===== src/rtl/dmaregs_pkg.sv =====
package dmaregs_pkg;
  // Strobes passed from control to datapath
  typedef struct packed {
    logic cmdWr;
    logic stsWr;
    logic startEdge;
    logic abortHit;
  } regStrobe_t;

  // Bit positions inside the byte registers
  localparam int CMD_START = 0;
  localparam int CMD_DIR   = 3;
  localparam int STS_ACT   = 0;
  localparam int STS_DRV   = 2;
  localparam int STS_PRD   = 3;
  localparam int STS_CAP0  = 5;
  localparam int STS_CAP1  = 6;
endpackage


===== src/rtl/dmaregs_ctrl.sv =====
module dmaregs_ctrl
  import dmaregs_pkg::*;
#(
  parameter int ADDR_W  = 2,
  parameter int CMD_OFS = 0,
  parameter int STS_OFS = 2,
  parameter int DATA_W  = 8
) (
  input  logic              clk,
  input  logic              rstN,
  input  logic              regWrEn,
  input  logic [ADDR_W-1:0] regAddr,
  input  logic [DATA_W-1:0] regWrData,
  input  logic              busMasterEn,
  input  logic              startQ,
  input  logic              activeQ,
  input  logic              drvIrqQ,
  output regStrobe_t        strobe,
  output logic              startPulse,
  output logic              abortPulse
);
  localparam logic [ADDR_W-1:0] CMD_A = ADDR_W'(CMD_OFS);
  localparam logic [ADDR_W-1:0] STS_A = ADDR_W'(STS_OFS);

  always_comb begin
    strobe.cmdWr     = regWrEn && (regAddr == CMD_A);
    strobe.stsWr     = regWrEn && (regAddr == STS_A);
    // qualified rising edge of the start bit
    strobe.startEdge = strobe.cmdWr && regWrData[CMD_START] && !startQ && busMasterEn;
    // stop while a transfer is in flight and the drive has not finished
    strobe.abortHit  = strobe.cmdWr && !regWrData[CMD_START] && startQ && activeQ && !drvIrqQ;
  end

  always_ff @(posedge clk or negedge rstN) begin
    if (!rstN) begin
      startPulse <= 1'b0;
      abortPulse <= 1'b0;
    end else begin
      startPulse <= strobe.startEdge;
      abortPulse <= strobe.abortHit;
    end
  end

  assert_pulse_single_R2: assert property (@(posedge clk) disable iff (!rstN)
    startPulse |=> !startPulse);
  assert_start_gate_R4: assert property (@(posedge clk) disable iff (!rstN)
    startPulse |-> $past(busMasterEn));
  assert_no_restart_R3: assert property (@(posedge clk) disable iff (!rstN)
    startPulse |-> $past(!startQ));
  assert_abort_excl_R5: assert property (@(posedge clk) disable iff (!rstN)
    !(startPulse && abortPulse));
endmodule


===== src/rtl/dmaregs_dp.sv =====
module dmaregs_dp
  import dmaregs_pkg::*;
#(
  parameter int ADDR_W  = 2,
  parameter int CMD_OFS = 0,
  parameter int STS_OFS = 2,
  parameter int DATA_W  = 8
) (
  input  logic              clk,
  input  logic              rstN,
  input  regStrobe_t        strobe,
  input  logic [ADDR_W-1:0] regAddr,
  input  logic [DATA_W-1:0] regWrData,
  input  logic              prdDone,
  input  logic              prdIrqFlag,
  input  logic              driveIrq,
  input  logic              xferDone,
  output logic [DATA_W-1:0] regRdData,
  output logic              startQ,
  output logic              activeQ,
  output logic              drvIrqQ,
  output logic              dmaRun,
  output logic              xferToMem,
  output logic              irq
);
  localparam logic [ADDR_W-1:0] CMD_A = ADDR_W'(CMD_OFS);
  localparam logic [ADDR_W-1:0] STS_A = ADDR_W'(STS_OFS);

  logic       dirQ;
  logic       prdQ;
  logic [1:0] capQ;

  always_ff @(posedge clk or negedge rstN) begin
    if (!rstN) begin
      startQ  <= 1'b0;
      dirQ    <= 1'b0;
      activeQ <= 1'b0;
      drvIrqQ <= 1'b0;
      prdQ    <= 1'b0;
      capQ    <= '0;
    end else begin
      if (strobe.cmdWr) begin
        startQ <= regWrData[CMD_START];
        dirQ   <= regWrData[CMD_DIR];
      end
      // start has priority over completion
      if (strobe.startEdge)                   activeQ <= 1'b1;
      else if (xferDone || strobe.abortHit)   activeQ <= 1'b0;
      // set wins over write-1-to-clear
      if (driveIrq)                                    drvIrqQ <= 1'b1;
      else if (strobe.stsWr && regWrData[STS_DRV])     drvIrqQ <= 1'b0;
      if (prdDone && prdIrqFlag)                       prdQ <= 1'b1;
      else if (strobe.stsWr && regWrData[STS_PRD])     prdQ <= 1'b0;
      if (strobe.stsWr) capQ <= {regWrData[STS_CAP1], regWrData[STS_CAP0]};
    end
  end

  always_comb begin
    regRdData = '0;
    if (regAddr == CMD_A) begin
      regRdData[CMD_START] = startQ;
      regRdData[CMD_DIR]   = dirQ;
    end else if (regAddr == STS_A) begin
      regRdData[STS_ACT]  = activeQ;
      regRdData[STS_DRV]  = drvIrqQ;
      regRdData[STS_PRD]  = prdQ;
      regRdData[STS_CAP0] = capQ[0];
      regRdData[STS_CAP1] = capQ[1];
    end
  end

  assign dmaRun    = startQ && activeQ;
  assign xferToMem = dirQ;
  assign irq       = drvIrqQ || prdQ;

  assert_active_rise_R2: assert property (@(posedge clk) disable iff (!rstN)
    $rose(activeQ) |-> $past(strobe.startEdge));
  assert_active_fall_R6: assert property (@(posedge clk) disable iff (!rstN)
    $fell(activeQ) |-> $past(xferDone || strobe.abortHit));
  assert_start_hold_R6: assert property (@(posedge clk) disable iff (!rstN)
    $fell(startQ) |-> $past(strobe.cmdWr));
  assert_prd_clear_R7: assert property (@(posedge clk) disable iff (!rstN)
    $fell(prdQ) |-> $past(strobe.stsWr && regWrData[STS_PRD]));
  assert_drv_clear_R8: assert property (@(posedge clk) disable iff (!rstN)
    $fell(drvIrqQ) |-> $past(strobe.stsWr && regWrData[STS_DRV]));
endmodule


===== src/rtl/dma_chan_regs.sv =====
module dma_chan_regs
  import dmaregs_pkg::*;
#(
  parameter int ADDR_W  = 2,
  parameter int CMD_OFS = 0,
  parameter int STS_OFS = 2
) (
  input  logic              clk,
  input  logic              rstN,
  input  logic              regWrEn,
  input  logic [ADDR_W-1:0] regAddr,
  input  logic [7:0]        regWrData,
  output logic [7:0]        regRdData,
  input  logic              busMasterEn,
  input  logic              prdDone,
  input  logic              prdIrqFlag,
  input  logic              driveIrq,
  input  logic              xferDone,
  output logic              startPulse,
  output logic              abortPulse,
  output logic              dmaRun,
  output logic              xferToMem,
  output logic              irq
);
  localparam int DATA_W = 8;

  regStrobe_t strobe;
  logic       startQ;
  logic       activeQ;
  logic       drvIrqQ;

  dmaregs_ctrl #(.ADDR_W(ADDR_W), .CMD_OFS(CMD_OFS), .STS_OFS(STS_OFS), .DATA_W(DATA_W)) u_ctrl (
    .clk(clk), .rstN(rstN), .regWrEn(regWrEn), .regAddr(regAddr), .regWrData(regWrData),
    .busMasterEn(busMasterEn), .startQ(startQ), .activeQ(activeQ), .drvIrqQ(drvIrqQ),
    .strobe(strobe), .startPulse(startPulse), .abortPulse(abortPulse)
  );

  dmaregs_dp #(.ADDR_W(ADDR_W), .CMD_OFS(CMD_OFS), .STS_OFS(STS_OFS), .DATA_W(DATA_W)) u_dp (
    .clk(clk), .rstN(rstN), .strobe(strobe), .regAddr(regAddr), .regWrData(regWrData),
    .prdDone(prdDone), .prdIrqFlag(prdIrqFlag), .driveIrq(driveIrq), .xferDone(xferDone),
    .regRdData(regRdData), .startQ(startQ), .activeQ(activeQ), .drvIrqQ(drvIrqQ),
    .dmaRun(dmaRun), .xferToMem(xferToMem), .irq(irq)
  );
endmodule


===== config.mk =====
export PLATFORM = sky130hd
export DESIGN_NAME = dma_chan_regs
export DESIGN_NICKNAME = d
export VERILOG_FILES = /design/src/rtl/dmaregs_pkg.sv /design/src/rtl/dmaregs_ctrl.sv /design/src/rtl/dmaregs_dp.sv /design/src/rtl/dma_chan_regs.sv
export SDC_FILE = /design/constraint.sdc
export NUM_CORES = 1
export LEC_CHECK = 0
export BUFFER_PORTS_ARGS = -buffer_cell sky130_fd_sc_hd__buf_2
export CAP_MARGIN = 40
export CORE_MARGIN = 5
export CORE_UTILIZATION = 34
export CTS_CLUSTER_DIAMETER = 120
export DETAILED_ROUTE_END_ITERATION = 6
export PLACE_DENSITY = 0.71
export SLEW_MARGIN = 30
export SYNTH_ARGS = -nofsm -noshare
export SYNTH_HDL_FRONTEND = slang
export SYNTH_HIERARCHICAL = 1
export SYNTH_SLANG_ARGS = --single-unit

===== constraint.sdc =====
create_clock -name clk -period 0.9 [get_ports clk]
set_input_delay 0.045 -clock clk [delete_from_list [all_inputs] [get_ports clk]]
set_output_delay 0.045 -clock clk [all_outputs]
set_load 0.005 [all_outputs]

==> Yosys cells after proc, flatten, opt, wreduce, memory -nomap -nowiden <==
Index checks and enable logic that the tools add are counted.
{ "totals": {"mem_bits_rw": 0, "elab_cells": 44, "register_bits": 9, "n_memories": 0, "mem_bits_ro": 0, "latch_bits": 0} }
{ "op_classes": {"mux": 13, "reduce_logical": 22, "multipliers": 0, "order_cmp": 0, "n_bitwise": 0, "div": 0, "n_shift": 0, "add_sub_neg": 0, "eq_ne": 1} }
{ "ops": {"columns": ["cell", "n"], "rows": [
  ["logical AND 1 bit", 13],
  ["2-to-1 mux 1 bit", 10],
  ["2-to-1 mux 2 bit", 3],
  ["nonzero test 2 bit", 3],
  ["logical NOT 1 bit", 3],
  ["equality test 2 bit, second input constant", 1],
  ["logical NOT 2 bit", 1],
  ["logical OR 1 bit", 2]
]} }

==> Longest topological paths before layout <==
Gate-level depths: netlist of run 1.
{ "logic_depth": {"word_depth": 9, "depth_mapped": 4} }

==> Hierarchy <==
The synthesis of run 1 kept the hierarchy.
{ "modules_own_cells": {"columns": ["module", "cells_each", "n_inst", "area_per_inst_um2", "seq_area_each_um2"], "rows": [
  ["dmaregs_dp", 31, 1, 354.1, 175.2],
  ["dmaregs_ctrl", 9, 1, 97.6, 50.0]
]} }

==> Least setup slack after synthesis of run 1 <==
OpenSTA, ideal clock, no wires.
{ "synth_timing": {"path_type": "input-to-reg", "start": "input port regAddr[0]", "end": "register u_dp.activeQ", "slack_ps": -149, "n_path_buf": 0, "arrival_ps": 931, "setup_time_ps": 118, "stages": 4, "required_ps": 782, "path_cell_list": "or3b_1 -> nor4_2 -> nor2_1 -> a21o_1"} }
{ "synth_lines": {"columns": ["item", "line", "text"], "rows": [
  ["start, declared", "dma_chan_regs.sv:11", "input logic [ADDR_W-1:0] regAddr,"],
  ["end signal, assigned", "dmaregs_dp.sv:37", "activeQ <= 1'b0;"],
  ["end signal, assigned", "dmaregs_dp.sv:47", "if (strobe.startEdge) activeQ <= 1'b1;"],
  ["end signal, assigned", "dmaregs_dp.sv:48", "else if (xferDone || strobe.abortHit) activeQ <= 1'b0;"],
  ["end, declared", "dmaregs_dp.sv:20", "output logic activeQ,"]
]} }

==> Worst setup path in the final report of run 1 <==
{ "layout_timing": {"start": "register u_dp.startQ", "end": "output port regRdData[0]"} }
{ "layout_via": {"elab_chain_cells": 1} }
{ "layout_rtl": {"columns": ["item", "line", "text"], "rows": [
  ["start, declared", "dmaregs_dp.sv:19", "output logic startQ,"],
  ["start signal, assigned", "dmaregs_dp.sv:43", "startQ <= regWrData[CMD_START];"],
  ["2-to-1 mux 1 bit", "dmaregs_dp.sv:60", "if (regAddr == CMD_A) begin"],
  ["end, declared", "dma_chan_regs.sv:13", "output logic [7:0] regRdData,"]
]} }
Every way passes these cells.

==> key figures, run 1 <==
Synth
  • Distinct cells, synth: 18
  • Syn avg cell area: 11.3 sq um
  • Post-synth EDFFs: 0
  • Post-Syn Area: 452 sq um
  • Post-synthesis instance total: 40
  • Most used DFF post-synth: dfrtp_1
  • Sequential area share after synthesis: 0.499
  • FF+latch count, synth: 9
  • Ys async rst share: 1.00
  • YS warnings: 6

Clock network
  • Clk buf depth: 2
  • TritonCTS buffer count: 3
  • CTS tree: built
  • H-Tree Depth: 1
  • CTS Sinks: 9
  • Worst skew pair latency: 0.25 ns
  • Clock transition at the registers of the reported paths: 0.06 ns
  • CTS root buffer: clkbuf_4

Floorplan
  • Initial core utilization: 0.352
  • Die footprint: 0.00216 sq mm
  • Core ar.: 0.00128 sq mm
  • Die Wd: 46.5 um
  • Die H: 46.5 um
  • I/O pins: 31
  • # rows: 13

Timing
  • Setup-violating endpoint count in the final report: 10
  • RSZ-0062 raised after global routing: true
  • Max-slew violations: 0
  • Final hold violation count: 0
  • Worst Skew: 0.00391 ns
  • Post-layout min period: 1.14 ns
  • Fmax: 880 MHz
  • Final period utilization: 1.26
  • PnR worst setup slack: -0.237 ns

Placement
  • Final Wtd Congestion: 0.718
  • IO Port Bufs: 24
  • Placed inst area: 624 sq um
  • Hpwl dp: 884 um
  • DP Cell Count: 83

Worst setup path
  • Critical path's slowest cell: dfrtp_2
  • RR Endpoint: u_dp/activeQ$_DFFE_PN0P_
  • FF-to-FF path depth: 4
  • WP depth: 4
  • CP delay by family, top: flip-flops
  • Worst setup SP type: register
  • Critical Path End: regRdData[0]
  • Critical Path End Type: output pin
  • Kind of critical path: reg -> out
  • CP max FO: 4
  • Crit path DAT: 1.09 ns
  • CP max stage delay: 0.43 ns
  • Crit path from: u_dp/startQ$_DFFE_PN0P_
  • Reg2Reg Setup Slack: -0.22 ns
  • Crit path cell chain: buf_6 > mux2i_1 > nor2_1 > buf_2
  • Buf/Inv on CP: 2
  • Critical path required time: 0.85 ns
  • Reg-to-reg startpoint: u_dp/startQ$_DFFE_PN0P_

Cells and area
  • Filler instances: 107
  • Most frequent cells in the layout: buf_2 (21), dfrtp_1 (8), buf_4 (7)
  • FF/Latch Area: 226 sq um
  • Final non-filler cell total: 94
  • Most common cell after layout, fill and taps aside: buf_2
  • # diodes: 0
  • Multi-input logic area: 226 sq um
  • Final Cell Area: 747 sq um
  • Net count, final: 98
  • Area grow syn2layout: 65.4%
  • Layout cell share with drive strength beyond 1: 0.595

Hold path
  • Worst Hold Class: in -> reg
  • Worst hold start: regWrData[6]

Route
  • Routed wire length: 1130 um
  • Post-DRT Antenna Nets: 0
  • DRC viols: 0
  • First-pass iteration count of the detailed router: 5
  • Wire per inst: 12.1 um
  • Vias: 423
  • Vias per cell: 4.50
  • Drt initial violations: 2

Global route
  • Initial antenna violation count: 0
  • First-pass GRT wire length: 1770 um
  • Overall global routing resource usage: 0.123
  • Total grt overflow: 0
  • Largest net degree at the start of global routing: 10
  • Vias in the first global route: 434

Outcome
  • Status: complete, but fails checks
  • Failing checks: negative setup slack

Power
  • VDD IR-drop max: 0.603 mV
  • Leakage power: 0.408 nW
  • Power per cell area: 1380 mW/mm^2
  • Design Power: 0.00103 W

Flow run
  • MaxCap Viol Count: 0
## where the power goes
group          switching, W  internal (W)
Combinational     0.0000881      0.000161
Clock              0.000129      0.000170
Sequential        0.0000313      0.000449
Total              0.000248      0.000779
## cells by family after synthesis
family          after synthesis  synth area share
mux                           6             0.144
flops                         9             0.499
buf+inv                       4            0.0582
other cells                   1           0.00830
simple gates                 17             0.238
compound gates                3            0.0526
## cell type report
class | count | share of cell area
clock buffers | 4 | 0.0352
inverters | 1 | 0.00503
multi-input cells | 29 | 0.303
flip-flops and latches | 9 | 0.303
well taps | 15 | 0.0251
repair buffers | 36 | 0.328
## worst reg2reg max path: stages (launching register included)
cell	delay, ns
dfrtp_2	0.40
nand2_2	0.08
nor4_4	0.28
nor2_1	0.08
a21o_1	0.17
## state kept, by name (all words and copies together) (netlist names)
name               cells
u_dp/drvIrqQ           1
u_dp/startQ            1
u_dp/xferToMem         1
u_dp/capQ              2
u_ctrl/startPulse      1
u_ctrl/abortPulse      1
u_dp/prdQ              1
u_dp/activeQ           1
## synth_stat cells, types with 2 or more instances
master   instances  area (sq um)
buf_4            3          22.5
mux2_2           2          22.5
nand2_1          4          15.0
nor2_1           3          11.3
mux2i_1          2          20.0
mux2_1           2          22.5
and2_1           4          25.0
a21o_1           2          15.0
dfrtp_1          9           225
## metrics by stage
step	util	setup TNS, ns	hold slack (ns)	setup WS (ns)
2_1_floorplan	-	-0.290	-0.251	-0.140
3_3_place_gp	0.486	-1.18	-0.0966	-0.275
3_5_place_dp	0.486	-1.30	-0.0956	-0.313
4_1_cts	0.573	-1.25	-0.00437	-0.249
5_1_grt	0.581	-1.83	0.00366	-0.310
6_report	0.581	-1.25	0.0165	-0.237
## worst min path at each step
stage	endpoint	cells past startpoint
floorplan	u_ctrl/abortPulse$_DFF_PN0_	0
global placement	u_ctrl/startPulse$_DFF_PN0_	1
detailed placement	u_ctrl/startPulse$_DFF_PN0_	1
CTS	u_ctrl/abortPulse$_DFF_PN0_	2
global route	u_dp/capQ[1]$_DFFE_PN0P_	2
finish	u_dp/capQ[1]$_DFFE_PN0P_	2
## routing by layer
metal  part of all wire  wire, um  vias to the layer above  global-route usage
li1                   -         -                      208                   -
met1               0.38       433                      195               0.122
met2               0.53       603                       18               0.214
met3              0.069        78                        2              0.0234
met4              0.017        19                        0               0.102
met5                  0         0                        -                   0
## what timing repair did
item	CTS	global route
setup buffers	4	1
resized for setup	8	2
endpoints found under the setup margin	8	10
endpoints found under the hold margin	11	0
pin swaps	0	3
hold buffers	2	0
(Power assumes the default switching activity.)
==> inputs of run 2 (changes only) <==
--- a/config.mk
+++ b/config.mk
@@ -8,12 +8,10 @@
 export BUFFER_PORTS_ARGS = -buffer_cell sky130_fd_sc_hd__buf_2
 export CAP_MARGIN = 40
 export CORE_MARGIN = 5
-export CORE_UTILIZATION = 34
+export CORE_UTILIZATION = 35
 export CTS_CLUSTER_DIAMETER = 120
 export DETAILED_ROUTE_END_ITERATION = 6
-export PLACE_DENSITY = 0.71
-export SLEW_MARGIN = 30
+export PLACE_DENSITY = 0.73
 export SYNTH_ARGS = -nofsm -noshare
 export SYNTH_HDL_FRONTEND = slang
-export SYNTH_HIERARCHICAL = 1
 export SYNTH_SLANG_ARGS = --single-unit
==> run 2 against run 1 <==
  * The run still ends with negative setup slack left
  * Worst setup slack lost 0.011 ns
  * Clock skew shrank 0.0033 ns
  * Sequential power is essentially flat
  * Register-to-register slack gained 0.14 ns
  * Sequential cell count is the same
  * Via count grew 3.5%
  * Routed wire length grew 5.5%
  * Synthesized area grew 1.7%
  * Cell count is the same
  * Clock power grew 6%
  * Die area shrank 0.99%
  * Highest routed layer unchanged
==> key figures, run 2 <==
Outcome
  • Status: complete, but fails checks
  • Failing checks: negative setup slack

Cells and area
  • Max reg flops: 2 (unchanged)
  • Layout cell share with drive strength beyond 1: 0.633 (+0.0380)
  • Area grow syn2layout: 66.8%
  • Most frequent cells in the layout: buf_2 (20), buf_4 (9), dfrtp_1 (9)
  • # diodes: 0 (unchanged)
  • Final non-filler cell total: 94 (unchanged)
  • Top reg by flops: u_dp.capQ
  • Most common cell after layout, fill and taps aside: buf_2
  • Net count, final: 98 (unchanged)

Route
  • First-pass iteration count of the detailed router: 4 (-1)
  • DRC viols: 0 (unchanged)
  • Wire per inst: 12.7 um (+5.5%)
  • Vias: 438 (+3.5%)
  • Drt initial violations: 6 (+4)
  • Vias per cell: 4.66 (+3.5%)
  • Post-DRT Antenna Nets: 0 (unchanged)
  • Routed wire length: 1200 um (+5.5%)

Worst setup path
  • Worst setup SP type: register
  • CP max FO: 2 (-2)
  • Critical path required time: 0.85 ns (about the same)
  • FF-to-FF path depth: 4 (unchanged)
  • Critical path's slowest cell: dfrtp_1
  • Critical Path End Type: output pin
  • Buf/Inv on CP: 2 (unchanged)
  • Reg2Reg Setup Slack: -0.08 ns (+0.14 ns)
  • Crit path cell chain: buf_6 > mux2i_1 > nor2_1 > buf_2
  • CP max stage delay: 0.39 ns (-0.04 ns)
  • RR Endpoint: u_dp.activeQ$_DFFE_PN0P_
  • CP delay by family, top: flip-flops
  • Kind of critical path: reg -> out
  • Crit path DAT: 1.10 ns (about the same)
  • Reg-to-reg startpoint: u_dp.drvIrqQ$_DFFE_PN0P_

Timing
  • Fmax: 871 MHz (-0.97%)
  • Final hold violation count: 0 (unchanged)
  • RSZ-0062 raised after global routing: true
  • Max-slew violations: 0 (unchanged)
  • Final period utilization: 1.28 (+0.0123)
  • PnR worst setup slack: -0.248 ns (-0.0111 ns)
  • Setup-violating endpoint count in the final report: 11 (+1)
  • Worst Skew: 0.000579 ns (-0.00333 ns)
  • Post-layout min period: 1.15 ns (+0.0111 ns)

Clock network
  • Clk buf depth: 2 (unchanged)
  • Clock transition at the registers of the reported paths: 0.06 ns (about the same)
  • H-Tree Depth: 1 (unchanged)
  • CTS tree: built
  • TritonCTS buffer count: 3 (unchanged)
  • CTS Sinks: 9 (unchanged)
  • Worst skew pair latency: 0.26 ns (about the same)
  • CTS root buffer: clkbuf_4

Hold path
  • Worst hold start: prdIrqFlag
  • Worst hold stages: 2 (unchanged)
  • Worst Hold Class: in -> reg
  • Hold path endpoint: u_dp.prdQ$_DFFE_PN0P_

Global route
  • GRT busiest layer: met2
  • GRT met1 Usage: 0.136 (+0.0137)
  • Global routing met3 resource utilization: 0.0430 (+0.0195)
  • GR Util met2: 0.192 (-0.0220)
  • Overall global routing resource usage: 0.120 (-0.00260)
  • First-pass GRT wire length: 1730 um (-2.7%)
  • Initial antenna violation count: 0 (unchanged)
  • Largest net degree at the start of global routing: 10 (unchanged)
  • Vias in the first global route: 409 (-5.8%)
  • Total grt overflow: 0 (unchanged)

Synth
  • FF+latch count, synth: 9 (unchanged)
  • Post-synth EDFFs: 0 (unchanged)
  • Synth Area in Simple Gates: 0.243 (+0.00428)
  • Mux cell area share after synthesis: 0.158 (+0.0140)
  • Post-Synth Adder-Cell Area: 0 (unchanged)
  • Post-synthesis compound-gate area fraction: 0.0518 (-0.000860)
  • Synth top area cells: dfrtp_1 (49%), mux2_4 (6.5%), and2_2 (4.9%)
  • Distinct cells, synth: 21 (+3)
  • Post-synthesis instance total: 38 (-5.0%)
  • Synth area leader: dfrtp_1
  • Post-Syn Area: 459 sq um (+1.7%)
  • Post-Synth XOR/XNOR Area: 0 (unchanged)
  • Ys async rst share: 1.00 (unchanged)
  • YS warnings: 0 (-6)
  • Most common cell in the netlist: dfrtp_1
  • Syn avg cell area: 12.1 sq um (+7.0%)
  • Sequential area share after synthesis: 0.490 (-0.00815)
  • Most used DFF post-synth: dfrtp_1
  • Synth top area share: 0.490 (-0.00815)
  • Largest family of logic cells by synthesized area: simple AND/OR/NAND/NOR gates
  • Synth top cells by count: dfrtp_1 (9), and2_2 (3), buf_4 (3), nor2_1 (3)

Flow run
  • MaxCap Viol Count: 0 (unchanged)

Power
  • Switching fraction of total power: 0.251 (+0.00933)
  • Clock Power Share: 0.289 (-0.002)
  • Internal power: 0.000819 W (+5.1%)
  • Psw: 0.000274 W (+11%)
  • Seq pwr share: 0.440 (-0.027)
  • Power per cell area: 1430 mW/mm^2 (+3.8%)
  • Gate power share: 0.271 (+0.029)
  • Leakage power: 0.416 nW (+2.0%)
  • VDD IR-drop max: 0.852 mV (+41%)

Placement
  • IO Port Bufs: 24 (unchanged)
  • DP Cell Count: 80 (-3.6%)
  • Final Wtd Congestion: 0.725 (+0.97%)
  • Dpl ws: -0.0596 ns (+0.253 ns)

Floorplan
  • # rows: 13 (unchanged)
  • Initial core utilization: 0.362 (+0.0104)
  • Core ar.: 0.00127 sq mm (-1.3%)
  • I/O pins: 31 (unchanged)
  • Die Wd: 46.2 um (-0.50%)
  • Die H: 46.2 um (-0.50%)
  • Die footprint: 0.00214 sq mm (-0.99%)
## run 2: area by class of cell
class / instances / area (sq um)
Sequential cell: 9 / 225
Fill cell: 110 / 503
Multi-Input combinational cell: 28 / 229
Clock buffer: 4 / 26.3
Timing Repair Buffer: 38 / 267
Tap cell: 15 / 18.8
## run 2: power by group through the flow
stage / Clock (W) / Sequential, W / Combinational [W]
after CTS: 0.000321 / 0.000476 / 0.000224
after global routing: 0.000357 / 0.000485 / 0.000324
after floorplan: 0 / 0.000475 / 0.000100
after global placement: 0 / 0.000479 / 0.000184
after detailed placement: 0 / 0.000482 / 0.000186
final: 0.000316 / 0.000481 / 0.000296
## run 2: logic make-up (layout without fill, tap and decap cells)
logic type,count (synthesis),in the layout
other,1,3
flip-flops,9,9
AO/OA/AOI/OAI,3,3
buffers and inverters,3,42
multiplexers,6,6
AND/OR/NAND/NOR,16,16
## run 2: worst reg2reg max path: cells and delay by family, from the launching register on
kind / cells / cell delay, ns
flip-flops: 1 / 0.41
buffers and inverters: 1 / 0.13
AO/OA/AOI/OAI: 1 / 0.07
AND/OR/NAND/NOR: 2 / 0.26
## run 2: through the flow
step	utilization	hold slack, ns	TNS, ns	total power, W	cell area (sq um)
2_1_floorplan	-	-0.251	0	0.000575	467
3_3_place_gp	0.483	-0.0911	-0.0763	0.000663	613
3_5_place_dp	0.483	-0.0921	-0.111	0.000668	613
4_1_cts	0.559	0.00595	-0.868	0.00102	709
5_1_grt	0.604	0.0119	-1.44	0.00117	766
6_report	0.604	0.0110	-1.02	0.00109	766
## run 2: what timing repair did
action,in CTS,in global routing
hold buffers,2,0
endpoints found under the hold margin,10,0
buffers inserted,2,6
pin swaps,2,1
endpoints found under the setup margin,8,8
gates resized for setup,9,3
## run 2: how the worst max path moves through the flow
stage          cells past startpoint                         end                     start  slack (ns)
3_3_place_gp                       3  u_dp.xferToMem$_DFFE_PN0N_                regAddr[0]       -0.04
5_1_grt                            4                regRdData[0]  u_dp.activeQ$_DFFE_PN0P_       -0.31
6_report                           4                regRdData[0]  u_dp.activeQ$_DFFE_PN0P_       -0.25
2_1_floorplan                      3    u_dp.activeQ$_DFFE_PN0P_  u_dp.activeQ$_DFFE_PN0P_       0.009
3_5_place_dp                       3  u_dp.xferToMem$_DFFE_PN0N_                regAddr[0]       -0.06
4_1_cts                            4                regRdData[0]  u_dp.activeQ$_DFFE_PN0P_       -0.24
## run 2: layer usage
metal / vias to the layer above / wire [um]
met5: - / 0
met4: 0 / 28
met3: 6 / 119
met2: 29 / 565
met1: 197 / 482
li1: 206 / -
